### config.mk
export PLATFORM = sky130hd
export DESIGN_NAME = cordicPipe
export DESIGN_NICKNAME = d
export VERILOG_FILES = /design/src/rtl/cordicPipePkg.sv /design/src/rtl/cordicCtrl.sv /design/src/rtl/cordicDatapath.sv /design/src/rtl/cordicPipe.sv
export SDC_FILE = /design/constraint.sdc
export NUM_CORES = 1
export LEC_CHECK = 0
export BUFFER_PORTS_ARGS = -buffer_cell sky130_fd_sc_hd__buf_4
export CAP_MARGIN = 30
export CORE_MARGIN = 10
export CORE_UTILIZATION = 50
export DETAILED_ROUTE_END_ITERATION = 8
export PLACE_DENSITY = 0.78
export SKIP_CTS_REPAIR_TIMING = 1
export SLEW_MARGIN = 15
export SYNTH_ARGS = -nofsm -noshare
export SYNTH_HDL_FRONTEND = slang
export SYNTH_HIERARCHICAL = 1
export SYNTH_SLANG_ARGS = --single-unit
### constraint.sdc
create_clock -name clk -period 9.6 [get_ports clk]
set_input_delay 0.48 -clock clk [delete_from_list [all_inputs] [get_ports clk]]
set_output_delay 0.48 -clock clk [all_outputs]
set_load 0.01 [all_outputs]
### src/rtl/cordicPipePkg.sv
package cordicPipePkg;
  // per-stage strobes from the control path to the datapath
  typedef struct packed {
    logic advance;   // a valid operation occupies this stage
    logic vecMode;   // operation is vectoring
    logic heldDir;   // direction stored by the last vectoring pass
  } stageStrobeT;
endpackage

### src/rtl/cordicCtrl.sv
module cordicCtrl
  import cordicPipePkg::*;
#(
  parameter int STAGES = 8
) (
  input  logic        clk,
  input  logic        rstN,
  input  logic        inValid,
  input  logic        inVec,
  input  logic        yMsb [STAGES],
  output stageStrobeT strobe [STAGES],
  output logic        outValid,
  output logic        outVec
);
  logic vChain [STAGES+1];
  logic mChain [STAGES+1];

  assign vChain[0] = inValid;
  assign mChain[0] = inVec;

  for (genvar i = 0; i < STAGES; i++) begin : gStage
    logic vReg, mReg, dirReg;
    always_ff @(posedge clk) begin
      if (!rstN) begin
        vReg   <= 1'b0;
        mReg   <= 1'b0;
        dirReg <= 1'b0;
      end else begin
        vReg <= vChain[i];
        if (vChain[i]) mReg <= mChain[i];
        if (vChain[i] && mChain[i]) dirReg <= yMsb[i];
      end
    end
    assign vChain[i+1]       = vReg;
    assign mChain[i+1]       = mReg;
    assign strobe[i].advance = vChain[i];
    assign strobe[i].vecMode = mChain[i];
    assign strobe[i].heldDir = dirReg;
  end

  assign outValid = vChain[STAGES];
  assign outVec   = mChain[STAGES];
endmodule

### src/rtl/cordicDatapath.sv
module cordicDatapath
  import cordicPipePkg::*;
#(
  parameter int STAGES = 8,
  parameter int DATA_W = 16
) (
  input  logic               clk,
  input  logic               rstN,
  input  logic [DATA_W-1:0]  inX,
  input  logic [DATA_W-1:0]  inY,
  input  stageStrobeT        strobe [STAGES],
  output logic               yMsb [STAGES],
  output logic [DATA_W-1:0]  outX,
  output logic [DATA_W-1:0]  outY,
  output logic [STAGES-1:0]  outDir
);
  localparam int MSB = DATA_W - 1;

  logic signed [DATA_W-1:0] xs [STAGES+1];
  logic signed [DATA_W-1:0] ys [STAGES+1];
  logic        [STAGES-1:0] ds [STAGES+1];

  assign xs[0] = $signed(inX);
  assign ys[0] = $signed(inY);
  assign ds[0] = '0;

  for (genvar i = 0; i < STAGES; i++) begin : gStage
    logic                     dir;
    logic signed [DATA_W-1:0] xShift, yShift, xNext, yNext, xReg, yReg;
    logic        [STAGES-1:0] dNext, dReg;

    // fixed wiring shift for this iteration
    assign xShift  = xs[i] >>> i;
    assign yShift  = ys[i] >>> i;
    assign yMsb[i] = ys[i][MSB];

    always_comb begin
      dir = strobe[i].vecMode ? ys[i][MSB] : strobe[i].heldDir;
      if (dir) begin
        xNext = xs[i] - yShift;
        yNext = ys[i] + xShift;
      end else begin
        xNext = xs[i] + yShift;
        yNext = ys[i] - xShift;
      end
      dNext    = ds[i];
      dNext[i] = dir;
    end

    always_ff @(posedge clk) begin
      if (!rstN) begin
        xReg <= '0;
        yReg <= '0;
        dReg <= '0;
      end else if (strobe[i].advance) begin
        xReg <= xNext;
        yReg <= yNext;
        dReg <= dNext;
      end
    end

    assign xs[i+1] = xReg;
    assign ys[i+1] = yReg;
    assign ds[i+1] = dReg;
  end

  assign outX   = xs[STAGES];
  assign outY   = ys[STAGES];
  assign outDir = ds[STAGES];
endmodule

### src/rtl/cordicPipe.sv
module cordicPipe
  import cordicPipePkg::*;
#(
  parameter int STAGES = 8,
  parameter int DATA_W = 16
) (
  input  logic              clk,
  input  logic              rstN,
  input  logic              inValid,
  input  logic              inVec,
  input  logic [DATA_W-1:0] inX,
  input  logic [DATA_W-1:0] inY,
  output logic              outValid,
  output logic              outVec,
  output logic [DATA_W-1:0] outX,
  output logic [DATA_W-1:0] outY,
  output logic [STAGES-1:0] outDir
);
  stageStrobeT strobe [STAGES];
  logic        yMsb   [STAGES];

  cordicCtrl #(.STAGES(STAGES)) ctrl_i (
    .clk(clk), .rstN(rstN), .inValid(inValid), .inVec(inVec),
    .yMsb(yMsb), .strobe(strobe), .outValid(outValid), .outVec(outVec)
  );

  cordicDatapath #(.STAGES(STAGES), .DATA_W(DATA_W)) dp_i (
    .clk(clk), .rstN(rstN), .inX(inX), .inY(inY), .strobe(strobe),
    .yMsb(yMsb), .outX(outX), .outY(outY), .outDir(outDir)
  );
endmodule

==> metrics <==
Net Switching between 0.002 and 0.0025 W; setup violators final 0; RSZ-0062 raised after global routing no; largest net degree at the start of global routing about 110; asr flop ratio synth 0%; DRT iter0 DRCs between 1,500 and 2,000; syn avg cell area approximately 8 um2; Sink Count about 320; htree depth 2; final core occ between 50% and 60%; number of global-route vias before repair approximately 21,000; Core ar. 0.0515 mm2; global-route wire length before repair just over 100,000 um; post-route setup TNS 0 ns; startpoint types register; Hold/Removal Path Class primary input to register; sequential share of power between 20% and 30%; synth warn 6; Overflow after GRT 0; Mapped Nets between 3,000 and 4,000; final net count roughly 3,600; DRC viols 0; initial antenna violation count 0; Internal between 0.003 and 0.004 W; CP max stage cell a2111oi_0; sequential cell area fraction in the yosys report around a quarter; CTS tree done; vias per inst between 5 and 6; total number of vias 22,400; clock skew between 0.01 and 0.015 ns; gate count of the mapped netlist between 3,000 and 4,000; crit path max fanout 9; DPL Wire Length ~47,000 um; Max stage delay on crit path roughly 0.63 ns; filler cell count in the final layout around 4,800; width of the die roughly 250 um; Final Instance Count excl. Fillers ~3,900; Yosys top cell area share around 24%; type of element capturing the critical path register; GRT Total Usage a little under a fifth; routed wire length per instance about 16 um; drt total wl a little over 60,000 um; FF+latch count, synth 315; DRT Pass-1 Iters 6; Mapped Area between 0.02 and 0.03 mm2; Leakage 12.0 nW; initial core utilization between 50% and 60%; actual transition at the worst max-transition pin about 0.87 ns; predominant post-synthesis flop cell dfxtp_1; clock latency on the worst-skew pair 0.54 ns; fmax ~0.25 GHz; Top delay family on crit path compound AO/OA/AOI/OAI gates; Root Driver clkbuf_16; number of instances in the placed design roughly 3,900; clock-pin slew of the registers on the worst-case setup and hold paths around 0.06 ns; Comb pwr share 53.3%; top post-synthesis cells by area dfxtp_1 (24%), ha_1 (14%), xnor2_1 (7.9%); Sw Ratio around two fifths; CP arrival approximately 4.4 ns; post-route ant nets 0; Clock power frac 21.8%; share of cells above drive strength 1 under 10%; Yosys top cell by area dfxtp_1; Distinct cells, synth between 70 and 80; GPL Wtd Cong 0.912; top cells by count, synth nor2_1 (421), dfxtp_1 (315), ha_1 (290); total die area just over 0.06 mm2; I/O Buffers between 70 and 80; Final Hold Viols 0; TritonCTS buffer count 36; top-count cell post-synth nor2_1; status finished, final reports clean; Clock Path Buffers 3; number of synthesized flops with an enable pin 0; CP Buf/Inv Count 0; floorplan row count 83; WP data required ~10 ns; Die Y 248 um; VDD IR max around 0.11 mV; Antenna Cells 0; critical path's most frequent cell a21oi_1; max cap viols 0; fin crit share between 40% and 50%; power per standard cell area approximately 220 mW/mm2; CP cell instances nor2b_1 -> a21oi_1 -> mux2i_1 -> ha_1 -> nand2b_1 -> a21oi_1 -> o31ai_1 -> a31oi_1 -> and4_1 -> a2111oi_0 -> a21oi_1 -> xnor2_1 -> o22ai_1; I/O Pins 78; Synth-to-Final Area Change 7.54%; fin. max-slew vios 0; worst rel slew slack between 40 and 50%; Crit Path Class register to register; Final min period between 3 and 4 ns
## area by class of cell
cell class                 instances  area, um2  area share, %
tap                              680        851           3.03
timing repair buffer              92        691           2.46
sequential                       315       6310           22.5
clock inverter                     8       78.8          0.281
inverter                         147        559           1.99
clock buffer                      50       1040           3.72
multi-input combinational       2618      18500           66.0
## through the flow
step,instance area [um2],power [W],hold WS (ns),worst slack [ns]
6_report,28100,0.00614,0.224,5.65
5_1_grt,28100,0.00660,0.245,5.36
4_1_cts,28100,0.00614,0.207,5.71
3_5_place_dp,26900,0.00478,0.465,5.75
3_3_place_gp,26900,0.00475,0.456,5.78
2_1_floorplan,26100,0.00415,0.438,5.86
## flip-flops by register name, summed over array words and instances (netlist names)
signal	count
dp_i/gStage.xReg	112
dp_i/gStage.dReg	28
dp_i/outDir	8
ctrl_i/gStage.mReg	7
ctrl_i/gStage.vReg	7
dp_i/gStage.yReg	111
ctrl_i/gStage.dirReg	8
dp_i/outX	16
ctrl_i/outVec	1
dp_i/outY	16
ctrl_i/outValid	1
## cell families after synthesis
kind of cell	share of synthesized area [%]
flops	24.2
mux	8.03
compound gates	18.8
fa+ha+maj	15.2
buf+inv	4.86
xor+xnor	11.5
simple gates	17.5
## worst paths after layout
path                         startpoint                       to  slack (ns)  cells past startpoint
setup / recovery  ctrl_i/gStage[6].mReg            dp_i/outX[15]        5.65                     13
hold / removal                  inY[15]  ctrl_i/gStage[0].dirReg        0.22                      3
setup reg to reg  ctrl_i/gStage[6].mReg            dp_i/outX[15]        5.65                     13
hold reg to reg           dp_i/outY[14]            dp_i/outY[14]        0.47                      2
## worst min-delay path: cells and delay by family
family	cells	cell delay [ns]
buffers and inverters	1	0.13
AND/OR/NAND/NOR	1	0.05
multiplexers	1	0.05
## power by group through the flow
| stage | clock, W | combinational (W) | sequential [W] |
|---|---|---|---|
| CTS | 0.00136 | 0.00325 | 0.00153 |
| finish | 0.00134 | 0.00328 | 0.00153 |
| global placement | 0 | 0.00319 | 0.00156 |
| global route | 0.00140 | 0.00365 | 0.00154 |
| floorplan | 0 | 0.00265 | 0.00150 |
| detailed placement | 0 | 0.00323 | 0.00156 |
## layout by cell type, fill, tap and decap left out, types with 30 or more instances in the layout
cell       synthesis  routed
buf_4             34      92
nand3_1           43      43
o21ai_1           74      74
nor2b_1           33      33
ha_1             290     290
xor2_1           107     107
o21ai_0           77      76
o31ai_1           30      30
mux2i_1          197     197
o21bai_1          33      33
a211oi_1          71      71
xnor2_1          235     235
a21o_1            75      75
dfxtp_1          315     308
nand2b_1          35      35
a31oi_1           38      38
nor3_1            92      92
a21oi_1          246     246
inv_1            144     143
nor2_1           421     421
clkbuf_16          0      37
nand2_1          192     192
## routing by layer
| layer | GRT usage (%) | share of wire, % | vias up |
|---|---|---|---|
| li1 | - | - | 11300 |
| met1 | 25.0 | 46 | 10500 |
| met2 | 32.2 | 47 | 484 |
| met3 | 2.50 | 4.9 | 107 |
| met4 | 5.99 | 2.5 | 0 |
| met5 | 0 | 0 | - |
(Power assumes the default switching activity.)
